### config.mk
export PLATFORM = sky130hd
export DESIGN_NAME = vsg_top
export DESIGN_NICKNAME = d
export VERILOG_FILES = /design/src/rtl/vsg_pkg.sv /design/src/rtl/vsg_hcount.sv /design/src/rtl/vsg_vcount.sv /design/src/rtl/vsg_decode.sv /design/src/rtl/vsg_top.sv
export SDC_FILE = /design/constraint.sdc
export NUM_CORES = 1
export LEC_CHECK = 0
export BUFFER_PORTS_ARGS = -buffer_cell sky130_fd_sc_hd__buf_4
export CAP_MARGIN = 10
export CORE_UTILIZATION = 30
export CTS_BUF_LIST = sky130_fd_sc_hd__clkbuf_8 sky130_fd_sc_hd__clkbuf_16
export DETAILED_ROUTE_END_ITERATION = 8
export HOLD_SLACK_MARGIN = 0.05
export SKIP_CTS_REPAIR_TIMING = 1
export SLEW_MARGIN = 10
export SYNTH_ARGS = -nofsm -noshare
export SYNTH_HDL_FRONTEND = slang
export SYNTH_SLANG_ARGS = --single-unit
### constraint.sdc
create_clock -name clk -period 4.62 [get_ports clk]
set_input_delay 0.462 -clock clk [delete_from_list [all_inputs] [get_ports clk]]
set_output_delay 0.462 -clock clk [all_outputs]
set_load 0.005 [all_outputs]
### src/rtl/vsg_pkg.sv
package vsg_pkg;
  localparam int CTRL_W     = 11;
  localparam int ST_SEL_LO  = 0;
  localparam int ST_MODE_LO = 3;
  localparam int ST_POL_LO  = 5;
  localparam int ST_EQ_OFF  = 9;
  localparam int ST_RUN     = 10;

  typedef enum logic [1:0] {
    SCAN_ILACE_DBL = 2'b00,
    SCAN_PROG_DBL  = 2'b01,
    SCAN_RSVD      = 2'b10,
    SCAN_PROG_SGL  = 2'b11
  } scan_mode_e;

  typedef struct packed {
    logic vblank;
    logic cblank;
    logic vsync;
    logic csync;
    logic hblank;
    logic hgate;
    logic cursor;
    logic hsync;
    logic vgate;
    logic vint;
  } raw_sigs_t;
endpackage

### src/rtl/vsg_hcount.sv
module vsg_hcount #(
  parameter int W = 12
) (
  input  logic         clk,
  input  logic         rst,
  input  logic         en,
  input  logic [W-1:0] h_total,
  output logic [W-1:0] hc,
  output logic         line_end
);
  logic last_col;

  assign last_col = (hc >= h_total - W'(1));
  assign line_end = en & last_col;

  always_ff @(posedge clk) begin
    if (rst)      hc <= '0;
    else if (en)  hc <= last_col ? '0 : hc + W'(1);
  end

  p_hc_wrap_r1: assert property (@(posedge clk) disable iff (rst)
    (en && last_col) |=> (hc == '0));
  p_hc_step_r1: assert property (@(posedge clk) disable iff (rst)
    (en && !last_col) |=> (hc == $past(hc) + W'(1)));
  p_hc_hold_r10: assert property (@(posedge clk) disable iff (rst)
    !en |=> $stable(hc));
endmodule

### src/rtl/vsg_vcount.sv
module vsg_vcount #(
  parameter int W = 12
) (
  input  logic         clk,
  input  logic         rst,
  input  logic         en,
  input  logic         line_end,
  input  logic [W-1:0] v_total,
  output logic [W-1:0] vc,
  output logic         field
);
  logic last_row;
  logic frame_end;

  assign last_row  = (vc >= v_total - W'(1));
  assign frame_end = line_end & last_row;

  always_ff @(posedge clk) begin
    if (rst) begin
      vc    <= '0;
      field <= 1'b0;
    end else if (line_end) begin
      vc <= last_row ? '0 : vc + W'(1);
      if (last_row) field <= ~field;
    end
  end

  p_vc_wrap_r1: assert property (@(posedge clk) disable iff (rst)
    frame_end |=> (vc == '0));
  p_vc_step_r1: assert property (@(posedge clk) disable iff (rst)
    (line_end && !last_row) |=> (vc == $past(vc) + W'(1)));
  p_vc_hold_r10: assert property (@(posedge clk) disable iff (rst)
    !en |=> ($stable(vc) && $stable(field)));
  p_field_flip_r11: assert property (@(posedge clk) disable iff (rst)
    frame_end |=> (field != $past(field)));
  p_field_keep_r11: assert property (@(posedge clk) disable iff (rst)
    !frame_end |=> $stable(field));
endmodule

### src/rtl/vsg_decode.sv
module vsg_decode
  import vsg_pkg::*;
#(
  parameter int W = 12
) (
  input  logic [W-1:0] hc,
  input  logic [W-1:0] vc,
  input  logic         field,
  input  logic [9:0]   ctrl,
  input  logic [W-1:0] h_total,
  input  logic [W-1:0] h_sync_start,
  input  logic [W-1:0] h_sync_stop,
  input  logic [W-1:0] h_blank_len,
  input  logic [W-1:0] v_total,
  input  logic [W-1:0] v_sync_start,
  input  logic [W-1:0] v_sync_stop,
  input  logic [W-1:0] v_blank_len,
  input  logic [W-1:0] eq_stop,
  input  logic [W-1:0] serr_stop,
  input  logic [W-1:0] eq_first,
  input  logic [W-1:0] eq_last,
  input  logic [W-1:0] vint_on,
  input  logic [W-1:0] vint_off,
  output logic [3:0]   pins,
  output logic         odd_flag
);
  scan_mode_e mode;
  raw_sigs_t  s;
  logic         interlaced, single, late_half, in_win;
  logic [W-1:0] half, veff, pos;
  logic [3:0]   pick, pol;

  assign mode       = scan_mode_e'(ctrl[ST_MODE_LO +: 2]);
  assign interlaced = (mode == SCAN_ILACE_DBL);
  assign single     = (mode == SCAN_PROG_SGL);
  assign half       = h_total >> 1;
  assign late_half  = interlaced && field && (hc < half);
  assign veff       = !late_half ? vc : ((vc == '0) ? v_total - W'(1) : vc - W'(1));
  assign pos        = single ? hc : ((hc >= half) ? hc - half : hc);
  assign in_win     = !ctrl[ST_EQ_OFF] && (veff >= eq_first) && (veff <= eq_last);

  always_comb begin
    s.hblank = (hc < h_blank_len);
    s.hsync  = (hc >= h_sync_start) && (hc < h_sync_stop);
    s.vblank = (veff < v_blank_len);
    s.vsync  = (veff >= v_sync_start) && (veff < v_sync_stop);
    s.cblank = s.hblank | s.vblank;
    if (in_win) s.csync = s.vsync ? (pos < serr_stop) : (pos < eq_stop);
    else        s.csync = s.hsync | s.vsync;
    s.hgate  = ~s.hblank;
    s.vgate  = ~s.vblank;
    s.cursor = s.hgate & s.vgate;
    s.vint   = (veff >= vint_on) && (veff < vint_off);
  end

  always_comb begin
    case (ctrl[ST_SEL_LO +: 3])
      3'd0:    pick = {s.vblank, s.vsync, s.hblank, s.hsync};
      3'd1:    pick = {s.cblank, s.csync, s.hgate,  s.vgate};
      3'd2:    pick = {s.vblank, s.csync, s.hblank, s.hsync};
      3'd3:    pick = {s.cblank, s.vsync, s.cursor, s.vint};
      3'd4:    pick = {s.vblank, s.vsync, s.cursor, s.vint};
      3'd5:    pick = {s.cblank, s.csync, s.hblank, s.hsync};
      3'd6:    pick = {s.vblank, s.csync, s.hgate,  s.vgate};
      default: pick = {s.cblank, s.vsync, s.hblank, s.vint};
    endcase
  end

  assign pol      = {ctrl[ST_POL_LO], ctrl[ST_POL_LO+1], ctrl[ST_POL_LO+2], ctrl[ST_POL_LO+3]};
  assign pins     = pick ^ ~pol;
  assign odd_flag = interlaced ? field : 1'b1;
endmodule

### src/rtl/vsg_top.sv
module vsg_top
  import vsg_pkg::*;
#(
  parameter int W = 12
) (
  input  logic              clk,
  input  logic              rst,
  input  logic [CTRL_W-1:0] ctrl_word,
  input  logic [W-1:0]      h_line_len,
  input  logic [W-1:0]      h_sync_start,
  input  logic [W-1:0]      h_sync_stop,
  input  logic [W-1:0]      h_blank_len,
  input  logic [W-1:0]      v_frame_len,
  input  logic [W-1:0]      v_sync_start,
  input  logic [W-1:0]      v_sync_stop,
  input  logic [W-1:0]      v_blank_len,
  input  logic [W-1:0]      eq_stop,
  input  logic [W-1:0]      serr_stop,
  input  logic [W-1:0]      eq_first_line,
  input  logic [W-1:0]      eq_last_line,
  input  logic [W-1:0]      vint_on_line,
  input  logic [W-1:0]      vint_off_line,
  output logic              pin_vblank_mix,
  output logic              pin_vsync_mix,
  output logic              pin_hblank_mix,
  output logic              pin_hsync_mix,
  output logic              field_odd
);
  logic         run, line_end, field, odd_d;
  logic [W-1:0] hc, vc;
  logic [3:0]   pins_d;

  assign run = ctrl_word[ST_RUN];

  vsg_hcount #(.W(W)) u_h (
    .clk(clk), .rst(rst), .en(run), .h_total(h_line_len),
    .hc(hc), .line_end(line_end)
  );

  vsg_vcount #(.W(W)) u_v (
    .clk(clk), .rst(rst), .en(run), .line_end(line_end),
    .v_total(v_frame_len), .vc(vc), .field(field)
  );

  vsg_decode #(.W(W)) u_dec (
    .hc(hc), .vc(vc), .field(field), .ctrl(ctrl_word[9:0]),
    .h_total(h_line_len), .h_sync_start(h_sync_start), .h_sync_stop(h_sync_stop),
    .h_blank_len(h_blank_len), .v_total(v_frame_len), .v_sync_start(v_sync_start),
    .v_sync_stop(v_sync_stop), .v_blank_len(v_blank_len), .eq_stop(eq_stop),
    .serr_stop(serr_stop), .eq_first(eq_first_line), .eq_last(eq_last_line),
    .vint_on(vint_on_line), .vint_off(vint_off_line),
    .pins(pins_d), .odd_flag(odd_d)
  );

  // Pins load on the falling edge from the state the rising edge left
  always_ff @(negedge clk) begin
    {pin_vblank_mix, pin_vsync_mix, pin_hblank_mix, pin_hsync_mix} <= pins_d;
    field_odd <= odd_d;
  end
endmodule

==> results by group <==
Run status
  • Status: finished, violations left
  • Failing checks: design-rule violations, negative setup slack

Synth
  • Synth cell types: 64
  • Post-Synth Adder-Cell Area: 33.1%
  • Synth Area in Simple Gates: 19.7%
  • XOR/XNOR Fraction of Synth Area: 6.48%
  • Register bit count reported by yosys: 30
  • Ys flop type: dfxtp_1
  • Cells after Synth: 923
  • Avg Inst Size Synth: 7.32 um2
  • Warnings, synthesis: 0
  • Post-synth ARST share: 0%
  • Number of synthesized flops with an enable pin: 0
  • Mux cell area share after synthesis: less than 1%
  • Post-synth net total: 1282
  • Main combinational cell family by area after synthesis: adder cells
  • Mapped cell area: 6760 um2
  • Post-synthesis compound-gate area fraction: 20.6%
  • Sequential-to-total area share from yosys stat: 8.89%

STA
  • Final slew viol count: 0
  • RSZ-0062 raised after global routing: yes
  • Slew @ Worst Pin: 0.666 ns
  • Setup ws final: -1.52 ns
  • Slew HR: 55.3%
  • Setup violations, final: 4
  • Layout Skew: 0.0789 ns
  • Hold_ws: 0.370 ns
  • Final hold violation count: 0
  • Setup TNS: -5.65 ns

Critical path
  • Crit. End Element: flop
  • CP required: between 2 and 3 ns
  • Kind of critical path: reg2reg
  • Critical Path Fanout Max: 6
  • Critical Path Start Type: flop
  • WP data arrival: roughly 4 ns

GRT
  • First-pass GRT wire length: 35500 um
  • Vias in the first global route: 7468
  • Initial antenna violation count: 0
  • Tot GR Track Use: about a fifth
  • Largest net degree at the start of global routing: 18
  • Grt total ovfl: 0

Route
  • Routed via count: 7677
  • Antenna Nets Post-Route: 0
  • Vias per inst: ~4.9
  • Total Wirelength: 22700 um
  • Wirelength per Cell: 14.5 um
  • # DRC: 16
  • DR pass1 iterations: 7
  • Initial DRC Count: 307

Clock tree
  • Root Driver: clkbuf_16
  • Reg clk slew, reported paths: 0.06 ns
  • H-tree Lvls: 2
  • Num CTS Buffers: 5
  • Worst-Skew Late Latency: about 0.35 ns
  • CTS Buffer Depth: 2
  • CTS tree: done
  • CTS Sinks: 30

Placement
  • Port Buffers: approximately 190
  • Gpl congestion: 0.953
  • Post-DP HPWL: approximately 20000 um

Floorplanning
  • Core area: 22000 um2
  • Initial Utilization: 30.8%
  • IO Count: 186
  • Cell Rows: between 50 and 60
  • Area of the die: 23100 um2
  • Die Width: 152 um
  • Die height: 152 um

Finish
  • Nets@finish: 1641
  • Commonest non-fill, non-tap cells in the layout: buf_4 (352), ha_1 (171), inv_1 (170)
  • Antenna diode count: 0
  • Commonest non-fill, non-tap cell in the layout: buf_4
  • Synth-to-Final Area Change: 52.5%
  • Layout cells sized above 1: 34.2%

Power
  • Pwr dens: about 100 nW/um2
  • Maximum VDD drop: 0.114 mV
  • Leak: 5.74 nW

Hold path
  • Min-Delay Path Class: in2reg

Run
  • Max-Cap Viols: 0
-- cells in the mapped netlist, types with 5 or more instances --
| master | number | area share (%) |
|---|---|---|
| nand4_1 | 25 | 2.3 |
| o31ai_1 | 9 | 1.0 |
| o211ai_1 | 8 | 0.89 |
| or3_1 | 11 | 1.0 |
| a211oi_1 | 16 | 1.8 |
| a21o_1 | 22 | 2.4 |
| inv_1 | 169 | 9.4 |
| dfxtp_1 | 30 | 8.9 |
| ha_1 | 177 | 33 |
| nand2b_1 | 17 | 1.6 |
| and3_1 | 13 | 1.2 |
| nor2_1 | 55 | 3.1 |
| nor3_1 | 29 | 2.1 |
| o21ai_0 | 49 | 3.6 |
| xnor2_1 | 33 | 4.3 |
| a21oi_1 | 57 | 4.2 |
| nand3_1 | 19 | 1.4 |
| or2_2 | 5 | 0.46 |
| o21a_1 | 9 | 1.0 |
| nand2_1 | 58 | 3.2 |
| xor2_1 | 17 | 2.2 |
| a31oi_1 | 8 | 0.74 |
| clkbuf_1 | 11 | 0.61 |
-- flip-flops by register name (all words and copies together) (netlist names) --
name	flops
u_h.hc	12
u_v.vc	12
u_v.field	1
pin_hsync_mix	1
pin_vsync_mix	1
pin_vblank_mix	1
field_odd	1
pin_hblank_mix	1
-- report_power, final --
group / total (W) / internal, W / switching (W)
Combinational: 0.000420 / 0.000238 / 0.000182
Clock: 0.000352 / 0.000216 / 0.000136
Sequential: 0.000267 / 0.000264 / 0.00000318
-- per-layer routing --
| layer | wire length [um] | part of all wire, % | global-route usage (%) |
|---|---|---|---|
| met2 | 11000 | 48 | 33.7 |
| met3 | 836 | 3.7 | 2.57 |
| met5 | 0 | 0 | 0 |
| met1 | 10300 | 46 | 23.9 |
| met4 | 514 | 2.3 | 5.00 |
-- worst max-delay path, stage by stage, from the launching register on --
cell	delay, ns
dfxtp_2	0.33
inv_4	0.06
ha_4	0.12
inv_2	0.03
fa_2	0.37
nand3_4	0.08
a211oi_2	0.06
a211o_1	0.36
inv_2	0.09
nand2_2	0.05
buf_4	0.14
nor3_4	0.12
mux2_4	0.39
ha_1	0.31
nand3_1	0.10
nand2_1	0.06
a41oi_1	0.22
a21oi_2	0.12
o211ai_1	0.24
mux2_4	0.34
o22ai_4	0.10
xnor2_1	0.13
-- cell type report --
type,instances,area (um2)
multi-input combinational,709,5780
sequential,30,607
inverter,169,637
clock buffer,6,139
timing repair buffer,362,2770
tap,280,350
clock inverter,6,23.8
fill,2197,11700
-- through the flow --
step	utilization (%)	cell area [um2]	setup slack, ns	power [W]	std cells
finish	46.9	10300	-1.52	0.00104	1562
global route	46.9	10300	-1.69	0.00111	1562
CTS	45.2	9930	-1.68	0.00104	1550
detailed placement	44.5	9770	-1.92	0.000688	1539
global placement	44.5	9770	-1.83	0.000682	1539
floorplan	-	6840	-1.46	0.000459	923
-- logic make-up after synthesis --
| kind of cell | Yosys count |
|---|---|
| fa+ha+maj | 178 |
| simple gates | 259 |
| compound gates | 216 |
| buf+inv | 184 |
| xor+xnor | 50 |
| mux | 6 |
| flops | 30 |
-- worst paths after layout --
path,from,slack [ns],end,cells after the start
max reg2reg,u_h.hc[0]$_SDFFE_PP0P_,-1.52,pin_vsync_mix$_DFF_N_,21
max,u_h.hc[0]$_SDFFE_PP0P_,-1.52,pin_vsync_mix$_DFF_N_,21
min,rst,0.37,u_v.vc[1]$_SDFFE_PP0P_,2
min reg2reg,u_v.vc[11]$_SDFFE_PP0P_,0.62,u_v.vc[11]$_SDFFE_PP0P_,3
No activity file was read; power rests on OpenSTA's default activity.
